==> src/rtl/clmul_pkg.sv <==
package clmul_pkg;

  localparam int BYTE_W = 8;
  localparam int PP_W   = 16;

  // carryless 8x8 product, shift-and-xor over the bits of b
  function automatic logic [PP_W-1:0] clmul8(input logic [BYTE_W-1:0] a,
                                             input logic [BYTE_W-1:0] b);
    logic [PP_W-1:0] acc;
    acc = '0;
    for (int i = 0; i < BYTE_W; i++) begin
      if (b[i]) acc ^= {{(PP_W-BYTE_W){1'b0}}, a} << i;
    end
    return acc;
  endfunction

endpackage

==> src/rtl/gf2_mul8.sv <==
module gf2_mul8
  import clmul_pkg::*;
(
  input  logic [BYTE_W-1:0] a,
  input  logic [BYTE_W-1:0] b,
  output logic [PP_W-1:0]   p
);
  assign p = clmul8(a, b);
endmodule

==> src/rtl/lane_bank.sv <==
// One scalar byte times a group of lane bytes, one 8x8 cell per lane.
module lane_bank
  import clmul_pkg::*;
#(
  parameter int LANES = 4
) (
  input  logic [BYTE_W-1:0]       scal,
  input  logic [LANES*BYTE_W-1:0] lanes,
  output logic [LANES*PP_W-1:0]   prods
);
  genvar i;
  generate
    for (i = 0; i < LANES; i++) begin : g_cell
      gf2_mul8 u_cell (
        .a (scal),
        .b (lanes[i*BYTE_W +: BYTE_W]),
        .p (prods[i*PP_W +: PP_W])
      );
    end
  endgenerate
endmodule

==> src/rtl/rank_merge.sv <==
// Places merged lane products at their byte ranks:
// even lane i -> rank 2i, middle lane i -> rank 2i+1, odd-high lane i -> rank 2i+2.
module rank_merge
  import clmul_pkg::*;
#(
  parameter int LANES = 4,
  localparam int SUM_W = PP_W*LANES + PP_W
) (
  input  logic [LANES*PP_W-1:0] lane_even,
  input  logic [LANES*PP_W-1:0] lane_mid,
  input  logic [LANES*PP_W-1:0] lane_odd,
  output logic [SUM_W-1:0]      sum
);
  always_comb begin
    logic [SUM_W-1:0] acc;
    acc = '0;
    for (int i = 0; i < LANES; i++) begin
      acc ^= SUM_W'(lane_even[i*PP_W +: PP_W]) << (PP_W*i);
      acc ^= SUM_W'(lane_mid[i*PP_W +: PP_W])  << (PP_W*i + BYTE_W);
      acc ^= SUM_W'(lane_odd[i*PP_W +: PP_W])  << (PP_W*i + PP_W);
    end
    sum = acc;
  end
endmodule

==> src/rtl/clmul16x64_pair.sv <==
module clmul16x64_pair
  import clmul_pkg::*;
#(
  parameter int WIDE_BYTES = 8,
  parameter bit REGISTERED = 1'b1
) (
  input  logic                        clk,
  input  logic                        rst_n,
  input  logic [15:0]                 k_lo,
  input  logic [15:0]                 k_hi,
  input  logic [2*8*WIDE_BYTES-1:0]   data,
  output logic [2*8*WIDE_BYTES-1:0]   product
);
  localparam int HALF_W    = BYTE_W*WIDE_BYTES;
  localparam int DATA_W    = 2*HALF_W;
  localparam int LANES     = WIDE_BYTES/2;
  localparam int LANE_BITS = LANES*BYTE_W;
  localparam int PP_BITS   = LANES*PP_W;
  localparam int SUM_W     = HALF_W + PP_W;

  logic [1:0][15:0]        k;
  logic [1:0][HALF_W-1:0]  half;
  logic [1:0][LANE_BITS-1:0] even_b, odd_b;
  // products: scalar byte (low/high) x lane group (even/odd), per half
  logic [1:0][PP_BITS-1:0] pp_le, pp_lo, pp_he, pp_ho;
  logic [PP_BITS-1:0]      lane_even, lane_mid, lane_odd;
  logic [SUM_W-1:0]        sum_w;
  logic [8*PP_BITS-1:0]    pp_all;

  assign k[0]    = k_lo;
  assign k[1]    = k_hi;
  assign half[0] = data[HALF_W-1:0];
  assign half[1] = data[DATA_W-1:HALF_W];

  genvar p, i;
  generate
    for (p = 0; p < 2; p++) begin : g_half
      for (i = 0; i < LANES; i++) begin : g_split
        assign even_b[p][i*BYTE_W +: BYTE_W] = half[p][2*i*BYTE_W +: BYTE_W];
        assign odd_b[p][i*BYTE_W +: BYTE_W]  = half[p][(2*i+1)*BYTE_W +: BYTE_W];
      end
      lane_bank #(.LANES(LANES)) u_le (.scal(k[p][7:0]),  .lanes(even_b[p]), .prods(pp_le[p]));
      lane_bank #(.LANES(LANES)) u_lo (.scal(k[p][7:0]),  .lanes(odd_b[p]),  .prods(pp_lo[p]));
      lane_bank #(.LANES(LANES)) u_he (.scal(k[p][15:8]), .lanes(even_b[p]), .prods(pp_he[p]));
      lane_bank #(.LANES(LANES)) u_ho (.scal(k[p][15:8]), .lanes(odd_b[p]),  .prods(pp_ho[p]));
    end
  endgenerate

  // both halves merge lane-wise; the two middle groups share one rank
  assign lane_even = pp_le[0] ^ pp_le[1];
  assign lane_mid  = pp_lo[0] ^ pp_lo[1] ^ pp_he[0] ^ pp_he[1];
  assign lane_odd  = pp_ho[0] ^ pp_ho[1];
  assign pp_all    = {pp_le, pp_lo, pp_he, pp_ho};

  rank_merge #(.LANES(LANES)) u_merge (
    .lane_even (lane_even),
    .lane_mid  (lane_mid),
    .lane_odd  (lane_odd),
    .sum       (sum_w)
  );

  generate
    if (REGISTERED) begin : g_reg
      logic [SUM_W-1:0] sum_q;
      always_ff @(posedge clk or negedge rst_n) begin
        if (!rst_n) sum_q <= '0;
        else        sum_q <= sum_w;
      end
      assign product = {{(DATA_W-SUM_W){1'b0}}, sum_q};
    end else begin : g_comb
      assign product = {{(DATA_W-SUM_W){1'b0}}, sum_w};
    end
  endgenerate
endmodule

==> config.mk <==
export PLATFORM = sky130hd
export DESIGN_NAME = clmul16x64_pair
export DESIGN_NICKNAME = d
export VERILOG_FILES = /design/src/rtl/clmul_pkg.sv /design/src/rtl/gf2_mul8.sv /design/src/rtl/lane_bank.sv /design/src/rtl/rank_merge.sv /design/src/rtl/clmul16x64_pair.sv
export SDC_FILE = /design/constraint.sdc
export NUM_CORES = 2
export LEC_CHECK = 0
export ABC_AREA = 1
export BUFFER_PORTS_ARGS = -buffer_cell sky130_fd_sc_hd__buf_4
export CAP_MARGIN = 20
export CORE_MARGIN = 1.5
export CORE_UTILIZATION = 25
export CTS_CLUSTER_SIZE = 30
export DETAILED_ROUTE_END_ITERATION = 10
export PLACE_DENSITY = 0.43
export SYNTH_ARGS = -nofsm -noshare
export SYNTH_HDL_FRONTEND = slang
export SYNTH_SLANG_ARGS = --single-unit
==> constraint.sdc <==
create_clock -name clk -period 1.1 [get_ports clk]
set_input_delay 0.22 -clock clk [delete_from_list [all_inputs] [get_ports clk]]
set_output_delay 0.22 -clock clk [all_outputs]
set_load 0.005 [all_outputs]
==> flow_summary.ini <==
[cts]
path_clk_slew_ns = 0.12
numCtsBuffers = 9
cts_tree = done
root_buffer = clkbuf_16
htreeDepth = 3
cts_buffer_depth = 2
clkSinkCount = 79

[placement]
portBuffers = 240
dpl.hpwl_um = 137000
gp_congestion = 0.892
dpl-instance-area_mm2 = 0.0464
dp.cells = 8781

[worst_setup_path]
critPathMaxStageDelay_ns = 0.32
crit_path_cell_trace = buf_4, buf_4, nand2_4, xnor2_2, xor2_2, xor2_2, xor2_2, xnor2_2, buf_4
start_kind = primary input
crit_family = XOR/XNOR gates
arrival_ns = 1.97
critPathSlowestCell = xor2_2
cp.required_ns = 1.53
endpoint_kind = register
crit_buf_inv = 3
critical_path_class = in -> reg
crit_fanout = 9
worst-path-stages = 9

[yosys]
synth_cells = 6210
synth_warnings = 0
avgSynthCellArea_um2 = 5.66
netlist.top_cell.by_area = nand2_1
synth_edf_count = 0
synth_common_cells = nand2_1, xnor2_1, xor2_1, inv_1, nand3_1
yosysMostFrequentCell = nand2_1
syn_area_mm2 = 0.0352
synth-seq-cells = 79
ys.flop_type = dfrtp_1
synth-seq-area-share_pct = 5.62
yosysUniqueCellTypes = 23
yosys.area.top_type_share_pct = 34.1
synth.area.top_cells = nand2_1, xnor2_1, xor2_1
synthArstFlopShare_pct = 100

[routing]
drcViolationCount = 0
dr.first_iter.drc_count = 2657
dr.pass1.iters = 6
num_vias = 41067
via_per_inst = 4.52
drt_wl_total_um = 191000
postRouteAntennaNets = 0
routedWlPerCell_um = 21.0

[timing]
min_period_ns = 1.53
setup_viol = 151
fin_ws_ns = -0.433
fmax_ghz = 0.653
finalMaxSlewViolations = 0
tns_ns = -31.45
rsz0062_at_grt = yes
finalCritPeriodShare_pct = 139
finalHoldViolCount = 0

[layout]
fin_cells = 9083
fin_util_pct = 41.5
top_regs = g_reg.sum_q x79
final_cell_area_mm2 = 0.0579
regMostFlops = g_reg.sum_q
drive_gt1_share_pct = 38.1
nNetsFinal = 7363
synthToLayoutAreaGrowth_pct = 64.7
largest_reg_flops = 79

[job]
cap_viol_max_count = 0

[global_routing]
grt_use_total_pct = 25.1
met1_usage_pct = 29.7
grt_util_met3_pct = 2.28
grt_max_degree = 32
grt_antenna_before_repair = 1
overflow = 0
grt_pass1_vias = 38827
busiest_layer = met2
met2_usage_pct = 45.6
grt_pass1_wl_um = 261000

[die]
dieArea_mm2 = 0.143
rows = 137
io_pins = 290
die_h_um = 378
core-area_mm2 = 0.140
start_util_pct = 25.2
fp.dieW_um = 378

[status]
run_status = finished, violations left
violations = setup timing

[power]
power_density_mw_per_mm2 = 982
irDropWorstVdd_v = 0.00134
p_leak_nw = 29.3

[worst_hold_path]
hold_path_class = in -> async
layout make-up:
type / instances / area [um2]
fill: 14592 / 81600
multi-input combinational: 5243 / 35600
timing repair buffer: 1464 / 16200
tap: 1876 / 2350
sequential: 79 / 1990
inverter: 404 / 1520
clock buffer: 9 / 225
clock inverter: 7 / 111
antenna: 1 / 2.50
layer usage:
| layer | share of wire [%] | vias up |
|---|---|---|
| met4 | 5.8 | 0 |
| met2 | 49 | 1204 |
| met1 | 40 | 19586 |
| met3 | 4.4 | 302 |
| li1 | - | 19975 |
| met5 | 0 | - |
layout by cell type, fill, tap and decap left out, types with 182 or more instances in the layout:
cell type / netlist / layout
xor2_1: 569 / 449
buf_12: 0 / 182
nand3_1: 252 / 184
nand2_2: 0 / 480
xnor2_2: 23 / 377
buf_6: 16 / 218
nand2_1: 3195 / 2596
xnor2_1: 1057 / 669
inv_1: 404 / 368
buf_4: 172 / 927
per-stage QoR:
step                hold WS [ns]  setup slack (ns)  power [W]
global placement           0.131             -1.22     0.0434
floorplan                -0.0756            -0.392     0.0283
global route               0.189            -0.511     0.0605
detailed placement         0.130             -1.20     0.0437
finish                     0.189            -0.433     0.0569
CTS                        0.164            -0.373     0.0516
power by group:
group          leakage (nW)  internal (W)  switching [W]
registers             0.922       0.00441        0.00131
logic                  28.2        0.0219         0.0250
clock network         0.166       0.00206        0.00226
total                  29.3        0.0284         0.0285
cell families after synthesis:
group,Yosys count,synth area share (%)
AO/OA/AOI/OAI,2,0.0356
other,1,0.0107
XOR/XNOR,1649,41.6
AND/OR/NAND/NOR,3543,39.5
flip-flops,79,5.62
buffers and inverters,936,13.3
what timing repair did:
item / 4_1_cts / 5_1_grt
setup endpoints to repair: 154 / 153
pin swaps: 264 / 697
buffers inserted: 129 / 112
hold buffers: 1 / 0
hold endpoints to repair: 66 / 0
cloned: 36 / 27
gates resized for setup: 557 / 1077
worst paths after layout:
kind | startpoint | to
hold / removal | rst_n | g_reg.sum_q[17]$_DFF_PN0_
max in group asynchronous | rst_n | g_reg.sum_q[40]$_DFF_PN0_
setup / recovery | data[1] | g_reg.sum_q[10]$_DFF_PN0_
min in group clk | data[127] | g_reg.sum_q[78]$_DFF_PN0_
Power figures use the tool's default switching activity.
